--- src/rtl/crt_vs_pkg.sv ---
// Shared constants and types for the vertical sync / retrace interrupt block.
// Assumes 16-bit I/O addressing and 8-bit CRT registers.
package crt_vs_pkg;
    localparam int ADDR_W = 16;
    localparam int DATA_W = 8;
    localparam int END_W  = 4;

    localparam logic [ADDR_W-1:0] PORT_IDX_MONO  = 16'h03B4;
    localparam logic [ADDR_W-1:0] PORT_DAT_MONO  = 16'h03B5;
    localparam logic [ADDR_W-1:0] PORT_IDX_COLOR = 16'h03D4;
    localparam logic [ADDR_W-1:0] PORT_DAT_COLOR = 16'h03D5;

    localparam logic [DATA_W-1:0] IDX_CTRL   = 8'h11;
    localparam logic [DATA_W-1:0] LOCK_LAST  = 8'h07;
    localparam logic [DATA_W-1:0] EXEMPT_IDX = 8'h07;
    localparam int                EXEMPT_BIT = 4;

    typedef enum logic [1:0] {
        HIT_NONE  = 2'd0,
        HIT_INDEX = 2'd1,
        HIT_DATA  = 2'd2
    } port_hit_e;

    typedef struct packed {
        logic             lock;
        logic             en_n;
        logic             clr_n;
        logic [END_W-1:0] sync_end;
    } ctrl_t;
endpackage

--- src/rtl/crt_vs_decode.sv ---
// Port decoder: maps an I/O address onto the index or data port of the
// currently selected addressing mode. Assumes color_mode is static during
// an access.
module crt_vs_decode
    import crt_vs_pkg::*;
(
    input  logic [ADDR_W-1:0] io_addr,
    input  logic              color_mode,
    output port_hit_e         hit
);
    logic [ADDR_W-1:0] idx_port;
    logic [ADDR_W-1:0] dat_port;

    // Select the active port pair and classify the address.
    always_comb begin
        idx_port = color_mode ? PORT_IDX_COLOR : PORT_IDX_MONO;
        dat_port = color_mode ? PORT_DAT_COLOR : PORT_DAT_MONO;
        if (io_addr == idx_port)
            hit = HIT_INDEX;
        else if (io_addr == dat_port)
            hit = HIT_DATA;
        else
            hit = HIT_NONE;
    end
endmodule

--- src/rtl/crt_vs_regs.sv ---
// Index register, control register at index 11h, readback mux and the
// write-lock mask for CRT registers 00h-07h. Assumes one-cycle strobes.
module crt_vs_regs
    import crt_vs_pkg::*;
(
    input  logic              clk,
    input  logic              rst_n,
    input  port_hit_e         hit,
    input  logic              io_wr,
    input  logic              io_rd,
    input  logic [DATA_W-1:0] io_wdata,
    output logic [DATA_W-1:0] io_rdata,
    output logic [DATA_W-1:0] idx_q,
    output ctrl_t             ctrl_q,
    output logic              crt_wr_stb,
    output logic [DATA_W-1:0] crt_wr_mask
);
    logic idx_wr;
    logic dat_wr;
    logic ctrl_sel;
    logic in_lock_range;

    assign idx_wr        = io_wr && (hit == HIT_INDEX);
    assign dat_wr        = io_wr && (hit == HIT_DATA);
    assign ctrl_sel      = (idx_q == IDX_CTRL);
    assign in_lock_range = ctrl_q.lock && (idx_q <= LOCK_LAST);

    // Index register update.
    always_ff @(posedge clk) begin
        if (!rst_n)
            idx_q <= '0;
        else if (idx_wr)
            idx_q <= io_wdata;
    end

    // Control register update; bit 6 is not stored.
    always_ff @(posedge clk) begin
        if (!rst_n) begin
            ctrl_q.lock     <= 1'b0;
            ctrl_q.en_n     <= 1'b0;
            ctrl_q.clr_n    <= 1'b0;
            ctrl_q.sync_end <= '0;
        end else if (dat_wr && ctrl_sel) begin
            ctrl_q.lock     <= io_wdata[7];
            ctrl_q.en_n     <= io_wdata[5];
            ctrl_q.clr_n    <= io_wdata[4];
            ctrl_q.sync_end <= io_wdata[END_W-1:0];
        end
    end

    // Readback mux for the two ports.
    always_comb begin
        io_rdata = '0;
        if (io_rd) begin
            case (hit)
                HIT_INDEX: io_rdata = idx_q;
                HIT_DATA:  if (ctrl_sel)
                               io_rdata = {ctrl_q.lock, 1'b0, ctrl_q.en_n,
                                           ctrl_q.clr_n, ctrl_q.sync_end};
                default:   io_rdata = '0;
            endcase
        end
    end

    assign crt_wr_stb = dat_wr && !ctrl_sel;

    // Per-bit write permission; one bit of one register escapes the lock.
    for (genvar b = 0; b < DATA_W; b++) begin : g_mask
        if (b == EXEMPT_BIT) begin : g_exempt
            assign crt_wr_mask[b] = !in_lock_range || (idx_q == EXEMPT_IDX);
        end else begin : g_plain
            assign crt_wr_mask[b] = !in_lock_range;
        end
    end
endmodule

--- src/rtl/crt_vs_sync.sv ---
// Vertical sync generator: full-width start match, END_W-bit end match.
// Assumes line_cnt holds each value for at least one clock.
module crt_vs_sync #(
    parameter int LINE_W = 11,
    parameter int END_W  = 4
) (
    input  logic              clk,
    input  logic              rst_n,
    input  logic [LINE_W-1:0] line_cnt,
    input  logic [LINE_W-1:0] vs_start,
    input  logic [END_W-1:0]  sync_end,
    output logic              vsync,
    output logic              vs_rise
);
    logic start_hit;
    logic end_hit;
    logic vs_prev;

    assign start_hit = (line_cnt == vs_start);
    assign end_hit   = (line_cnt[END_W-1:0] == sync_end);

    // Sync level: start wins over end on the same line.
    always_ff @(posedge clk) begin
        if (!rst_n)
            vsync <= 1'b0;
        else if (start_hit)
            vsync <= 1'b1;
        else if (end_hit)
            vsync <= 1'b0;
    end

    // Delayed copy for edge detection.
    always_ff @(posedge clk) begin
        if (!rst_n)
            vs_prev <= 1'b0;
        else
            vs_prev <= vsync;
    end

    assign vs_rise = vsync && !vs_prev;
endmodule

--- src/rtl/crt_vs_irq.sv ---
// Retrace interrupt latch with active-low enable and level clear.
// Assumes vs_rise is a single-cycle pulse.
module crt_vs_irq (
    input  logic clk,
    input  logic rst_n,
    input  logic vs_rise,
    input  logic en_n,
    input  logic clr_n,
    output logic pending
);
    // Clear dominates; set only while armed.
    always_ff @(posedge clk) begin
        if (!rst_n)
            pending <= 1'b0;
        else if (!clr_n)
            pending <= 1'b0;
        else if (vs_rise && !en_n)
            pending <= 1'b1;
    end
endmodule

--- src/rtl/crt_vsync_retrace.sv ---
// Top level: vertical sync, retrace interrupt flag and CRT register 11h
// with the write lock for registers 00h-07h. Assumes a single clock domain.
module crt_vsync_retrace
    import crt_vs_pkg::*;
#(
    parameter int LINE_W = 11
) (
    input  logic              clk,
    input  logic              rst_n,
    input  logic              color_mode,
    input  logic [15:0]       io_addr,
    input  logic              io_wr,
    input  logic              io_rd,
    input  logic [7:0]        io_wdata,
    output logic [7:0]        io_rdata,
    input  logic [LINE_W-1:0] line_cnt,
    input  logic [LINE_W-1:0] vs_start,
    output logic              vsync,
    output logic              retrace_irq_pend,
    output logic [7:0]        crt_index,
    output logic              crt_wr_stb,
    output logic [7:0]        crt_wr_mask,
    output logic              regs_locked
);
    port_hit_e        hit;
    ctrl_t            ctrl_q;
    logic             vs_rise;
    logic             ctrl_en_n;
    logic             ctrl_clr_n;
    logic             ctrl_prot;
    logic [END_W-1:0] ctrl_end;

    crt_vs_decode u_decode (
        .io_addr    (io_addr),
        .color_mode (color_mode),
        .hit        (hit)
    );

    crt_vs_regs u_regs (
        .clk         (clk),
        .rst_n       (rst_n),
        .hit         (hit),
        .io_wr       (io_wr),
        .io_rd       (io_rd),
        .io_wdata    (io_wdata),
        .io_rdata    (io_rdata),
        .idx_q       (crt_index),
        .ctrl_q      (ctrl_q),
        .crt_wr_stb  (crt_wr_stb),
        .crt_wr_mask (crt_wr_mask)
    );

    assign ctrl_en_n   = ctrl_q.en_n;
    assign ctrl_clr_n  = ctrl_q.clr_n;
    assign ctrl_prot   = ctrl_q.lock;
    assign ctrl_end    = ctrl_q.sync_end;
    assign regs_locked = ctrl_prot;

    crt_vs_sync #(.LINE_W(LINE_W), .END_W(END_W)) u_sync (
        .clk      (clk),
        .rst_n    (rst_n),
        .line_cnt (line_cnt),
        .vs_start (vs_start),
        .sync_end (ctrl_end),
        .vsync    (vsync),
        .vs_rise  (vs_rise)
    );

    crt_vs_irq u_irq (
        .clk     (clk),
        .rst_n   (rst_n),
        .vs_rise (vs_rise),
        .en_n    (ctrl_en_n),
        .clr_n   (ctrl_clr_n),
        .pending (retrace_irq_pend)
    );
endmodule

--- config.mk ---
export PLATFORM = sky130hd
export DESIGN_NAME = crt_vsync_retrace
export DESIGN_NICKNAME = d
export VERILOG_FILES = /design/src/rtl/crt_vs_pkg.sv /design/src/rtl/crt_vs_decode.sv /design/src/rtl/crt_vs_regs.sv /design/src/rtl/crt_vs_sync.sv /design/src/rtl/crt_vs_irq.sv /design/src/rtl/crt_vsync_retrace.sv
export SDC_FILE = /design/constraint.sdc
export NUM_CORES = 1
export LEC_CHECK = 0
export BUFFER_PORTS_ARGS = -buffer_cell sky130_fd_sc_hd__buf_2
export CAP_MARGIN = 10
export CELL_PAD_IN_SITES_DETAIL_PLACEMENT = 0
export CELL_PAD_IN_SITES_GLOBAL_PLACEMENT = 1
export CORE_MARGIN = 2
export CORE_UTILIZATION = 30
export CTS_BUF_LIST = sky130_fd_sc_hd__clkbuf_8 sky130_fd_sc_hd__clkbuf_16
export DETAILED_ROUTE_END_ITERATION = 8
export PLACE_DENSITY_LB_ADDON = 0.1
export SETUP_SLACK_MARGIN = 0.05
export SLEW_MARGIN = 20
export SYNTH_ARGS = -nofsm -noshare
export SYNTH_HDL_FRONTEND = slang
export SYNTH_SLANG_ARGS = --single-unit
--- constraint.sdc ---
create_clock -name clk -period 3 [get_ports clk]
set_clock_uncertainty 0.2 [all_clocks]
set_input_delay 0.3 -clock clk [delete_from_list [all_inputs] [get_ports clk]]
set_output_delay 0.3 -clock clk [all_outputs]
set_load 0.01 [all_outputs]
==> results.md <==
- Worst Hold Class: in2reg
- CP startpoint: u_regs.idx_q[3]
- Synthesized area: between 1000 and 1500 µm²
- Worst Path Required: about 2500 ps
- Cells resized by post-CTS repair: 0
- Reg-to-Reg End: u_regs.ctrl_q[3]
- Die area: 4440 µm²
- Area delta synth->final: 37.5%
- GRT Util Overall: 14.7%
- Setup TNS: 0 ps
- Final HPWL from detailed placement: between 2 and 3 mm
- Cell area after layout: roughly 1600 µm²
- Setup Buffers After CTS: 0
- Root buffer cell: clkbuf_8
- Cell Chain, Critical Path: nor4_2, and3_1, a21oi_1, nor2_1, buf_2
- DRC Markers: 0
- Top FF cell, synth: dfxtp_1
- Worst setup EP type: primary output
- #FFs+latches synth: 18
- Worst-Margin Slew: about 760 ps
- Slowest CP cell: nor4_2
- Reg2reg path depth: 4
- Fill cells: roughly 390
- Crit-path max cell delay: 450 ps
- Ports: 79
- Crit Path Category: reg2out
- Final antenna-violating net count: 0
- Global-route wire length before repair: slightly below 5 mm
- Final Wtd Congestion: slightly above 0.7
- Gr ovfl total: 0
- Final #Nets: 260
- Clock latency at the later pin of the worst-skew pair: between 200 and 300 ps
- Initial core utilization: roughly a third
- Die X: ~67 µm
- CTS buffer count: 3
- Avg WL per Cell: 12.4 µm
- Largest net degree at the start of global routing: 26
- Post-CTS Hold Buffers: 0
- Via count: 1188
- Final period util: between 70% and 80%
- Final Hold Violating Endpoints: 0
- LEAKAGE: around 0.00072 µW
- CTS tree: done
- Power density over cell area: between 300 and 400 nW/µm²
- Final setup fails: 0
- FMAX: 426 MHz
- EDFF count, synth: 0
- Status: finished clean
- Total core area: 3720 µm²
- Synth Instances: around 140
- Max FO, Critical Path: 7
- Die Ht: around 67 µm
- Final core utilization: a little over two fifths
- MaxCap Viol Count: 0
- DR vias/cell: 4.64
- Max_slew headroom: roughly half
- Vias in the first global route: between 1000 and 1500
- Final Max Tran Viols: 0
- Mean Syn Cell Area: 8.59 µm²
- Ant. Diodes: 0
- RSZ-0062 raised after global routing: false
- Clk buf depth: 2
- Ys Warns: 0
- Worst Path Arrival: approximately 1900 ps
- Netlist cell types: 29
- Fraction of layout cells with a size suffix above 1: around 44%
- Post-synthesis sequential area ratio: a little under a third
- Antenna violations before repair: 0
- H-tree depth: 1
- VDD IR max: 202 µV
- Crit path to: io_rdata[0]
- Startpoint type of the worst setup path: flop
- Post-synth ARST share: 0%
- Tmin final: approximately 2300 ps
- Reg2reg setup slack: approximately 900 ps
- Net Count, Synth: approximately 190
- Clock transition at the registers of the reported paths: 60 ps
- DP Area: roughly 1600 µm²
- Row cnt: 22
- Number of port buffers: 78
- Final Routed Wirelength: about 3.2 mm
- Iteration-0 DRC Markers: 13
- CTS sink cnt: 18
- Drt pass-1 iters: 4
- Reg2Reg Launch Point: u_regs.idx_q[3]
## power breakdown
group	total (µW)	leakage, µW	internal, µW	switching (µW)
Combinational	75.0	0.000544	40.4	34.5
Clock	197	0.0000288	117	80.0
Sequential	239	0.000145	239	0.0126
## logic make-up (layout without fill, tap and decap cells)
kind of cell | after synthesis | in the layout | synth area share [%]
compound gates | 14 | 14 | 7.23
xor+xnor | 15 | 15 | 11.2
buf+inv | 11 | 82 | 5.42
flops | 18 | 18 | 30.6
mux | 15 | 15 | 12.8
simple gates | 64 | 64 | 32.8
## metrics by stage
| step | setup slack, ps | power (µW) | instances | hold WS [ps] |
|---|---|---|---|---|
| after floorplan | 1090 | 278 | 137 | 238 |
| after global placement | 797 | 318 | 252 | 259 |
| after detailed placement | 722 | 320 | 252 | 258 |
| after CTS | 637 | 519 | 256 | 87.2 |
| after global routing | 499 | 535 | 256 | 107 |
| final | 653 | 510 | 256 | 87.8 |
## layer usage
layer	global-route usage (%)	up-vias	part of all wire, %
met4	3.83	0	0.98
met1	16.8	543	42
li1	-	608	-
met3	4.05	4	6.1
met5	0	-	0
met2	26.8	33	51
## sequential cells by signal, indices dropped and copies added, names as in the netlist
signal / cells
u_irq.pending: 1
u_regs.ctrl_q: 7
u_regs.idx_q: 8
u_sync.vs_prev: 1
u_sync.vsync: 1
## area by class of cell
cell class | instances | area, µm² | share of cell area [%]
multi-input combinational | 108 | 753 | 46.5
timing repair buffer | 78 | 390 | 24.1
sequential | 18 | 360 | 22.3
tap | 48 | 60.1 | 3.71
clock buffer | 4 | 55.1 | 3.40
## how the worst min path moves through the flow
stage | startpoint | to | slack, ps | depth (start not counted)
6_report | io_wdata[6] | u_regs.idx_q[6] | 90 | 3
5_1_grt | io_wdata[6] | u_regs.idx_q[6] | 110 | 3
4_1_cts | io_wdata[6] | u_regs.idx_q[6] | 90 | 3
3_5_place_dp | u_irq.pending | u_irq.pending | 260 | 2
3_3_place_gp | u_irq.pending | u_irq.pending | 260 | 2
2_1_floorplan | u_regs.ctrl_q[4] | u_irq.pending | 240 | 2
## cells in the mapped netlist (2+ instances only)
cell type / n / area, µm²
xnor2_1: 11 / 96.3
mux2i_1: 15 / 150
a21oi_1: 9 / 45.0
nor4_4: 2 / 42.5
nand2_2: 2 / 12.5
and3_1: 3 / 18.8
clkbuf_1: 5 / 18.8
nor2b_1: 7 / 43.8
nor2_1: 10 / 37.5
nand2_1: 25 / 93.8
nand2b_1: 2 / 12.5
buf_4: 6 / 45.0
xor2_1: 4 / 35.0
dfxtp_1: 18 / 360
nand4_1: 4 / 25.0
## cell usage in the layout (no fill, tap or decap)
master	n
nand3_1	1
nor4_4	2
mux2i_1	15
nand3b_1	1
nor2_1	10
nor3b_1	1
o22a_1	1
dfxtp_1	18
nor4b_4	1
nand4_1	4
nand2b_1	2
and4_2	1
and4bb_2	1
clkbuf_8	4
o31ai_1	1
o41ai_1	1
nor4_2	1
nand2_1	25
xor2_1	4
nor4b_2	1
and2_1	1
nand2_2	2
nor2b_1	7
o22ai_1	1
and3_1	3
a21oi_1	9
a31o_2	1
xnor2_1	11
buf_2	78
## worst max-delay path, delay by kind of cell (launching register included)
kind,cells,cell delay (ps)
flip-flops,1,350
AND/OR/NAND/NOR,3,980
AO/OA/AOI/OAI,1,110
buffers and inverters,1,160
(Power assumes the default switching activity.)
